[src/rtl/hrpf_pkg.sv]
package hrpf_pkg;
  localparam int BYTE_W = 8;
  localparam int EV_N   = 4;
  localparam int EV_OPEN  = 0;
  localparam int EV_CLOSE = 1;
  localparam int EV_NEMPTY = 2;
  localparam int EV_HALF  = 3;

  typedef struct packed {
    logic [BYTE_W-1:0] data;
    logic              first;
    logic              last;
    logic              ok;
  } rx_entry_t;
endpackage

[src/rtl/hrpf_tagger.sv]
module hrpf_tagger
  import hrpf_pkg::*;
(
  input  logic              clk,
  input  logic              rst_n,
  input  logic              in_valid,
  input  logic [BYTE_W-1:0] in_data,
  input  logic              in_first,
  input  logic              in_last,
  input  logic              in_crc_ok,
  input  logic              full,
  output rx_entry_t         entry
);
  logic drop_seen_q;
  logic drop_seen_eff;
  logic drop_now;

  // An opening byte starts a fresh packet: earlier drops no longer count.
  assign drop_seen_eff = in_first ? 1'b0 : drop_seen_q;
  assign drop_now      = in_valid & full;

  always_comb begin
    entry.data  = in_data;
    entry.first = in_first;
    entry.last  = in_last;
    entry.ok    = in_crc_ok & ~drop_seen_eff;
  end

  always_ff @(posedge clk) begin
    if (!rst_n) begin
      drop_seen_q <= 1'b0;
    end else if (in_valid) begin
      if (in_last)       drop_seen_q <= 1'b0;
      else if (drop_now) drop_seen_q <= 1'b1;
      else               drop_seen_q <= drop_seen_eff;
    end
  end
endmodule

[src/rtl/hrpf_store.sv]
module hrpf_store
  import hrpf_pkg::*;
#(
  parameter int DEPTH = 64
) (
  input  logic          clk,
  input  logic          rst_n,
  input  logic          wr_req,
  input  rx_entry_t     wr_entry,
  input  logic          rd_req,
  output rx_entry_t     head,
  output logic [$clog2(DEPTH):0] fill,
  output logic          wr_acc,
  output logic          rd_acc,
  output logic          full,
  output logic          empty
);
  localparam int AW = $clog2(DEPTH);
  localparam int FW = AW + 1;

  rx_entry_t         mem [DEPTH];
  logic [AW-1:0]     wr_ptr, rd_ptr;
  logic [FW-1:0]     cnt_q;

  assign full   = (cnt_q == FW'(DEPTH));
  assign empty  = (cnt_q == '0);
  assign wr_acc = wr_req & ~full;
  assign rd_acc = rd_req & ~empty;
  assign fill   = cnt_q;
  assign head   = mem[rd_ptr];

  always_ff @(posedge clk) begin
    if (wr_acc) mem[wr_ptr] <= wr_entry;
  end

  always_ff @(posedge clk) begin
    if (!rst_n) begin
      wr_ptr <= '0;
      rd_ptr <= '0;
      cnt_q  <= '0;
    end else begin
      if (wr_acc) wr_ptr <= wr_ptr + AW'(1);
      if (rd_acc) rd_ptr <= rd_ptr + AW'(1);
      case ({wr_acc, rd_acc})
        2'b10:   cnt_q <= cnt_q + FW'(1);
        2'b01:   cnt_q <= cnt_q - FW'(1);
        default: cnt_q <= cnt_q;
      endcase
    end
  end
endmodule

[src/rtl/hrpf_events.sv]
module hrpf_events
  import hrpf_pkg::*;
#(
  parameter int DEPTH = 64
) (
  input  logic                   clk,
  input  logic                   rst_n,
  input  logic                   wr_acc,
  input  logic                   rd_acc,
  input  logic                   wr_first,
  input  logic                   wr_last,
  input  logic [$clog2(DEPTH):0] fill,
  input  logic                   ev_rd,
  input  logic                   mask_wr,
  input  logic [EV_N-1:0]        mask_wdata,
  output logic [EV_N-1:0]        ev_q,
  output logic [EV_N-1:0]        mask_q,
  output logic                   irq_n
);
  localparam int FW   = $clog2(DEPTH) + 1;
  localparam int HALF = DEPTH / 2;

  logic [EV_N-1:0] new_ev;

  always_comb begin
    new_ev            = '0;
    new_ev[EV_OPEN]   = wr_acc & wr_first;
    new_ev[EV_CLOSE]  = wr_acc & wr_last;
    new_ev[EV_NEMPTY] = wr_acc & (fill == '0);
    new_ev[EV_HALF]   = wr_acc & ~rd_acc & (fill == FW'(HALF - 1));
  end

  always_ff @(posedge clk) begin
    if (!rst_n) begin
      ev_q   <= '0;
      mask_q <= '0;
    end else begin
      ev_q <= ev_rd ? new_ev : (ev_q | new_ev);
      if (mask_wr) mask_q <= mask_wdata;
    end
  end

  assign irq_n = ~|(ev_q & mask_q);
endmodule

[src/rtl/hrpf_rx_fifo.sv]
module hrpf_rx_fifo
  import hrpf_pkg::*;
#(
  parameter int DEPTH = 64
) (
  input  logic              clk,
  input  logic              rst_n,
  input  logic              in_valid,
  output logic              in_ready,
  input  logic [BYTE_W-1:0] in_data,
  input  logic              in_first,
  input  logic              in_last,
  input  logic              in_crc_ok,
  output logic              out_valid,
  input  logic              out_ready,
  output logic [BYTE_W-1:0] out_data,
  output logic              out_first,
  output logic              out_last,
  output logic              out_ok,
  input  logic              ev_rd,
  output logic [EV_N-1:0]   ev_status,
  input  logic              mask_wr,
  input  logic [EV_N-1:0]   mask_wdata,
  output logic              irq_n
);
  localparam int FW = $clog2(DEPTH) + 1;

  rx_entry_t       wr_entry, head;
  logic [FW-1:0]   fill_cnt;
  logic            wr_acc, rd_acc, full, empty;
  logic [EV_N-1:0] mask_q;

  hrpf_tagger u_tag (
    .clk(clk), .rst_n(rst_n), .in_valid(in_valid), .in_data(in_data),
    .in_first(in_first), .in_last(in_last), .in_crc_ok(in_crc_ok),
    .full(full), .entry(wr_entry)
  );

  hrpf_store #(.DEPTH(DEPTH)) u_store (
    .clk(clk), .rst_n(rst_n), .wr_req(in_valid), .wr_entry(wr_entry),
    .rd_req(out_ready), .head(head), .fill(fill_cnt), .wr_acc(wr_acc),
    .rd_acc(rd_acc), .full(full), .empty(empty)
  );

  hrpf_events #(.DEPTH(DEPTH)) u_ev (
    .clk(clk), .rst_n(rst_n), .wr_acc(wr_acc), .rd_acc(rd_acc),
    .wr_first(in_first), .wr_last(in_last), .fill(fill_cnt),
    .ev_rd(ev_rd), .mask_wr(mask_wr), .mask_wdata(mask_wdata),
    .ev_q(ev_status), .mask_q(mask_q), .irq_n(irq_n)
  );

  assign in_ready  = ~full;
  assign out_valid = ~empty;
  assign out_data  = head.data;
  assign out_first = head.first;
  assign out_last  = head.last;
  assign out_ok    = head.ok;
endmodule

[config.mk]
export PLATFORM = sky130hd
export DESIGN_NAME = hrpf_rx_fifo
export DESIGN_NICKNAME = d
export VERILOG_FILES = /design/src/rtl/hrpf_pkg.sv /design/src/rtl/hrpf_tagger.sv /design/src/rtl/hrpf_store.sv /design/src/rtl/hrpf_events.sv /design/src/rtl/hrpf_rx_fifo.sv
export SDC_FILE = /design/constraint.sdc
export NUM_CORES = 1
export LEC_CHECK = 0
export BUFFER_PORTS_ARGS = -buffer_cell sky130_fd_sc_hd__buf_2
export CAP_MARGIN = 20
export CORE_ASPECT_RATIO = 0.9
export CORE_MARGIN = 3
export CORE_UTILIZATION = 57
export DETAILED_ROUTE_END_ITERATION = 10
export PLACE_DENSITY_LB_ADDON = 0.12
export SYNTH_ARGS = -nofsm -noshare
export SYNTH_HDL_FRONTEND = slang
export SYNTH_SLANG_ARGS = --single-unit
[constraint.sdc]
create_clock -name clk -period 5.2 [get_ports clk]
set_clock_uncertainty 0.15 [all_clocks]
set_input_delay 0.26 -clock clk [delete_from_list [all_inputs] [get_ports clk]]
set_output_delay 0.26 -clock clk [all_outputs]
set_load 0.005 [all_outputs]
==> run summary <==
The flow ran to the end, and the final reports show no timing, DRC or antenna violations. The worst path meets setup with 0.984 ns of slack. The overall routing resource usage is 0.251. The maximum fanout along the worst path is 50. The tools report the number of standard-cell rows in the floorplan as 77.

The type of the setup path with the least slack was reg2out. The wire length per cell is 28.9 um. The die covers 53400 um2. Adding up every negative setup slack in the final design gives 0 ns. After technology mapping, the gate count stands at 1412. The share of synthesized flip-flops with an asynchronous set or reset is 0. The H-tree was split into 3 levels.

The first global-routing pass estimated 96.9 mm of wire. 39 I/O pins were placed. The detail route stage leaves a number of antenna-violating nets equal to 0. The leading area contributor after synthesis is sky130_fd_sc_hd__edfxtp_1.

The fraction of power spent switching nets came out at 0.240. For the hold violation count in the final report, the log shows 0. The minimum setup slack among reg-to-reg paths was 1.37 ns; the post-route minimum period was 4.22 ns. The run gives 348 uV as the largest voltage drop on the vdd net. In this run the number of cells on the critical path is 6. The tools report the max-capacitance violation count as 0. The critical path contains buffers and inverters numbering 2 combined. Setup repair after global routing left no endpoint under its margin. Yosys attributes the largest share of cell area to sky130_fd_sc_hd__edfxtp_1 (73%), sky130_fd_sc_hd__mux4_2 (13%), sky130_fd_sc_hd__dfxtp_1 (2.4%). The total of flip-flops plus latches after synthesis works out to 738. The share of final-layout standard cells stronger than drive strength 1 came out at 0.251. The DRC violation total after the first TritonRoute iteration was 1528; the chip width was 243 um. Post-route clock period utilization: 0.811.

Global routing finished with a remaining overflow of 0. Setup violations remaining at the end of the flow were counted as 0. The via count of the first global-routing pass was 14.4k. The die span in y is 220 um.

The kind of cell with the highest combined delay along the critical path is compound AO/OA/AOI/OAI gates. Walking the worst path, the cells encountered are buf_12, mux4_2, mux2i_1, a2111oi_0, a22o_1, buf_2. The later pin in the worst-skew pair is clocked with a latency of 0.60 ns. CTS placed an instance of sky130_fd_sc_hd__clkbuf_16 at the clock tree root. The fraction of the core area covered by cells at the end of the flow was 0.654. Depth of the worst register-to-register path: 7. The run gives 0.366 as the clock network fraction of total power.

In this run the critical register-to-register path is launched from u_store.fill[2]$_SDFFE_PN0P_. The clock-pin slew of the registers on the worst-case setup and hold paths works out to 0.06 ns. The most used flip-flop cell after synthesis is sky130_fd_sc_hd__edfxtp_1.

For the count of inserted antenna diode cells, the log shows 0. In this run the static leakage power is 10.0 nW. The number of antenna violations at the first check in global routing was 1. For this block, the routed nets add up to 65.2 mm of wire. The share of Yosys cell area claimed by the top area cell type works out to 0.732.

Timing analysis after detailed placement gives a worst setup slack of 1.38 ns. The tightest min-delay check is of the in2reg type. The number of buffers created by CTS is 72.

The synthesized area divided by synthesized cell count came out at 20.5 um2. The area inside the core boundary came out at 49600 um2. The sequential cell fraction of total power came out at 0.495. Capture point of the worst reg-to-reg path: u_store.mem[43][3]$_DFFE_PP_.

The worst-margin pin slew was 1.16 ns; the yosys synthesis warning count was 0. The tree built by TritonCTS fans out to 738 sinks. Summing every instance area after synthesis gives 28900 um2. Number of optimization iterations in the first detailed-route pass: 5. The overall via count from detail_route is 14.4k, and the relative slew slack is 0.209.

The post-layout instance area was 32400 um2; the number of different library cells in the post-synthesis netlist was 59. Internal power comes to 10.4 mW. Required time reported for the critical path endpoint: 4.79 ns. The tools report the total DRC errors in the routed layout as 0. Summing all placed instances gives a cell area of 30000 um2. After legalization and detailed placement, the total HPWL measured 38.7 mm. At the end of the flow, the number of nets in the layout was 1554. For this run, the slowest stage of the critical path takes 1.04 ns. Data arrives at the worst endpoint at 3.81 ns. The post-synthesis net count was 1439; the detailed-route vias per instance was 6.38.

The run gives 0.138 as the combinational power share. Hold is met by 0.0885 ns. Buffers added to address setup during post-CTS repair amount to 0.

Final weighted congestion in routability-driven placement: 0.842. The slowest stage of the critical path is the sky130_fd_sc_hd__a2111oi_0 cell. The synthesized design contains 704 enable-type register cells. STA classifies the critical path endpoint as an output pin. Entering global routing, the biggest net connects 67 pins. The end of the critical path was out_last. In this run the power density over the cells is 421 nW/um2.

TritonCTS built the clock tree. The worst setup path is launched from a register. The maximum buffer depth of the clock tree was 3; the starting density of the core was 0.582. The tools report the register area share after synthesis as 0.755. Counting the fill cells in the layout gives 3285. The peak clock frequency supported by timing is 237 MHz, and the number of buffer cells added on primary ports is 38. The net switching power figure is 3.28 mW. The count of pins over their slew limit was 0. The area added between synthesis and finish is 12.3%.
cells in the final DEF, fill, tap and decap left out, types with 6 or more instances in the layout:
master,instances
sky130_fd_sc_hd__edfxtp_1,704
sky130_fd_sc_hd__mux4_2,164
sky130_fd_sc_hd__nor2_1,98
sky130_fd_sc_hd__clkbuf_16,77
sky130_fd_sc_hd__buf_4,64
sky130_fd_sc_hd__mux2i_1,48
sky130_fd_sc_hd__nand2_1,48
sky130_fd_sc_hd__buf_2,38
sky130_fd_sc_hd__dfxtp_1,31
sky130_fd_sc_hd__a21oi_1,22
sky130_fd_sc_hd__clkbuf_1,21
sky130_fd_sc_hd__o22ai_1,17
sky130_fd_sc_hd__clkinv_1,17
sky130_fd_sc_hd__nand2b_1,14
sky130_fd_sc_hd__mux2_2,14
sky130_fd_sc_hd__o221ai_1,13
sky130_fd_sc_hd__dlygate4sd3_1,12
sky130_fd_sc_hd__nor2b_1,11
sky130_fd_sc_hd__xor2_1,10
sky130_fd_sc_hd__o21ai_1,9
sky130_fd_sc_hd__nand3_1,9
sky130_fd_sc_hd__clkinv_2,8
sky130_fd_sc_hd__buf_6,7
sky130_fd_sc_hd__mux4_1,6
sky130_fd_sc_hd__nand4_1,6
sky130_fd_sc_hd__a31oi_1,6
sky130_fd_sc_hd__a211oi_1,6
sky130_fd_sc_hd__a31o_1,6
sky130_fd_sc_hd__o21ai_0,6
sky130_fd_sc_hd__or3_1,6
sky130_fd_sc_hd__ha_1,6
area by class of cell:
| type | instances | area [um2] | area share |
|---|---|---|---|
| Clock buffer | 103 | 2070 | 0.0640 |
| Clock inverter | 30 | 193 | 0.00594 |
| Sequential cell | 738 | 21800 | 0.673 |
| Inverter | 6 | 22.5 | 0.000694 |
| Timing Repair Buffer | 125 | 950 | 0.0293 |
| Tap cell | 671 | 840 | 0.0259 |
| Multi-Input combinational cell | 584 | 6530 | 0.201 |
what timing repair did:
item                                   in CTS  in global routing
gates resized for setup                     0                  0
endpoints found under the hold margin      10                  0
hold buffers                               12                  0
setup endpoints to repair                   0                  0
worst min-delay path by stage:
stage / start / endpoint / slack [ns] / cells after the start
after floorplan: in_data[7] / u_store.mem[0][10]$_DFFE_PP_ / 0.21 / 0
after global placement: u_store.rd_ptr[1]$_SDFFE_PN0N_ / register / 0.32 / 2
after detailed placement: u_ev.mask_q[1]$_SDFFE_PN0P_ / u_ev.mask_q[1]$_SDFFE_PN0P_ / 0.34 / 2
after CTS: out_ready / register / 0.05 / 4
after global routing: in_crc_ok / u_store.mem[55][0]$_DFFE_PP_ / 0.08 / 2
final: in_crc_ok / u_store.mem[52][0]$_DFFE_PP_ / 0.09 / 2
synthesized netlist by cell type, drive strengths merged (7+ instances only):
cell / count
a21oi: 22
a221oi: 8
buf: 57
clkbuf: 27
dfxtp: 34
edfxtp: 704
mux2: 14
mux2i: 48
mux4: 170
nand2: 48
nand2b: 14
nand3: 9
nand4: 7
nor2: 98
nor2b: 11
o21ai: 15
o221ai: 13
o22ai: 17
xor2: 10
registers in the layout, summed over array words and instances, names as in the netlist, named ones only:
name and count:
u_store.mem 704, u_tag.drop_seen_q 1, u_store.rd_ptr 6, u_ev.mask_q 4, u_store.wr_ptr 6, u_store.fill 7
u_ev.ev_q 4
cell families (layout without fill, tap and decap cells):
kind of cell,Yosys count,after routing,share of synthesized area
AOI/OAI and AO/OA,120,120,0.0298
xor gates and xnor gates,14,14,0.00424
adders and majority gates,6,6,0.00260
buffers and inverters,90,264,0.0191
DFF,738,738,0.755
muxes,232,232,0.155
and+or+nand+nor,212,212,0.0334
routing by layer:
layer  global-route usage  wire length, um
met5                    0               14
met4               0.0665             1550
met3               0.0509             5320
met2                0.386            30700
met1                0.377            27600
power by group through the flow:
stage | logic (mW) | clock network (mW) | registers, mW
floorplan | 1.48 | 0 | 6.75
global placement | 1.87 | 0 | 6.89
detailed placement | 1.88 | 0 | 6.89
CTS | 1.91 | 5.09 | 6.77
global route | 2.04 | 5.33 | 6.78
finish | 1.89 | 5.00 | 6.77
per-stage QoR:
step,instances,power [mW]
after floorplan,1412,8.24
after global placement,2098,8.76
after global routing,2257,14.2
final,2257,13.7
after detailed placement,2102,8.78
after CTS,2247,13.8
(Power assumes the default switching activity.)
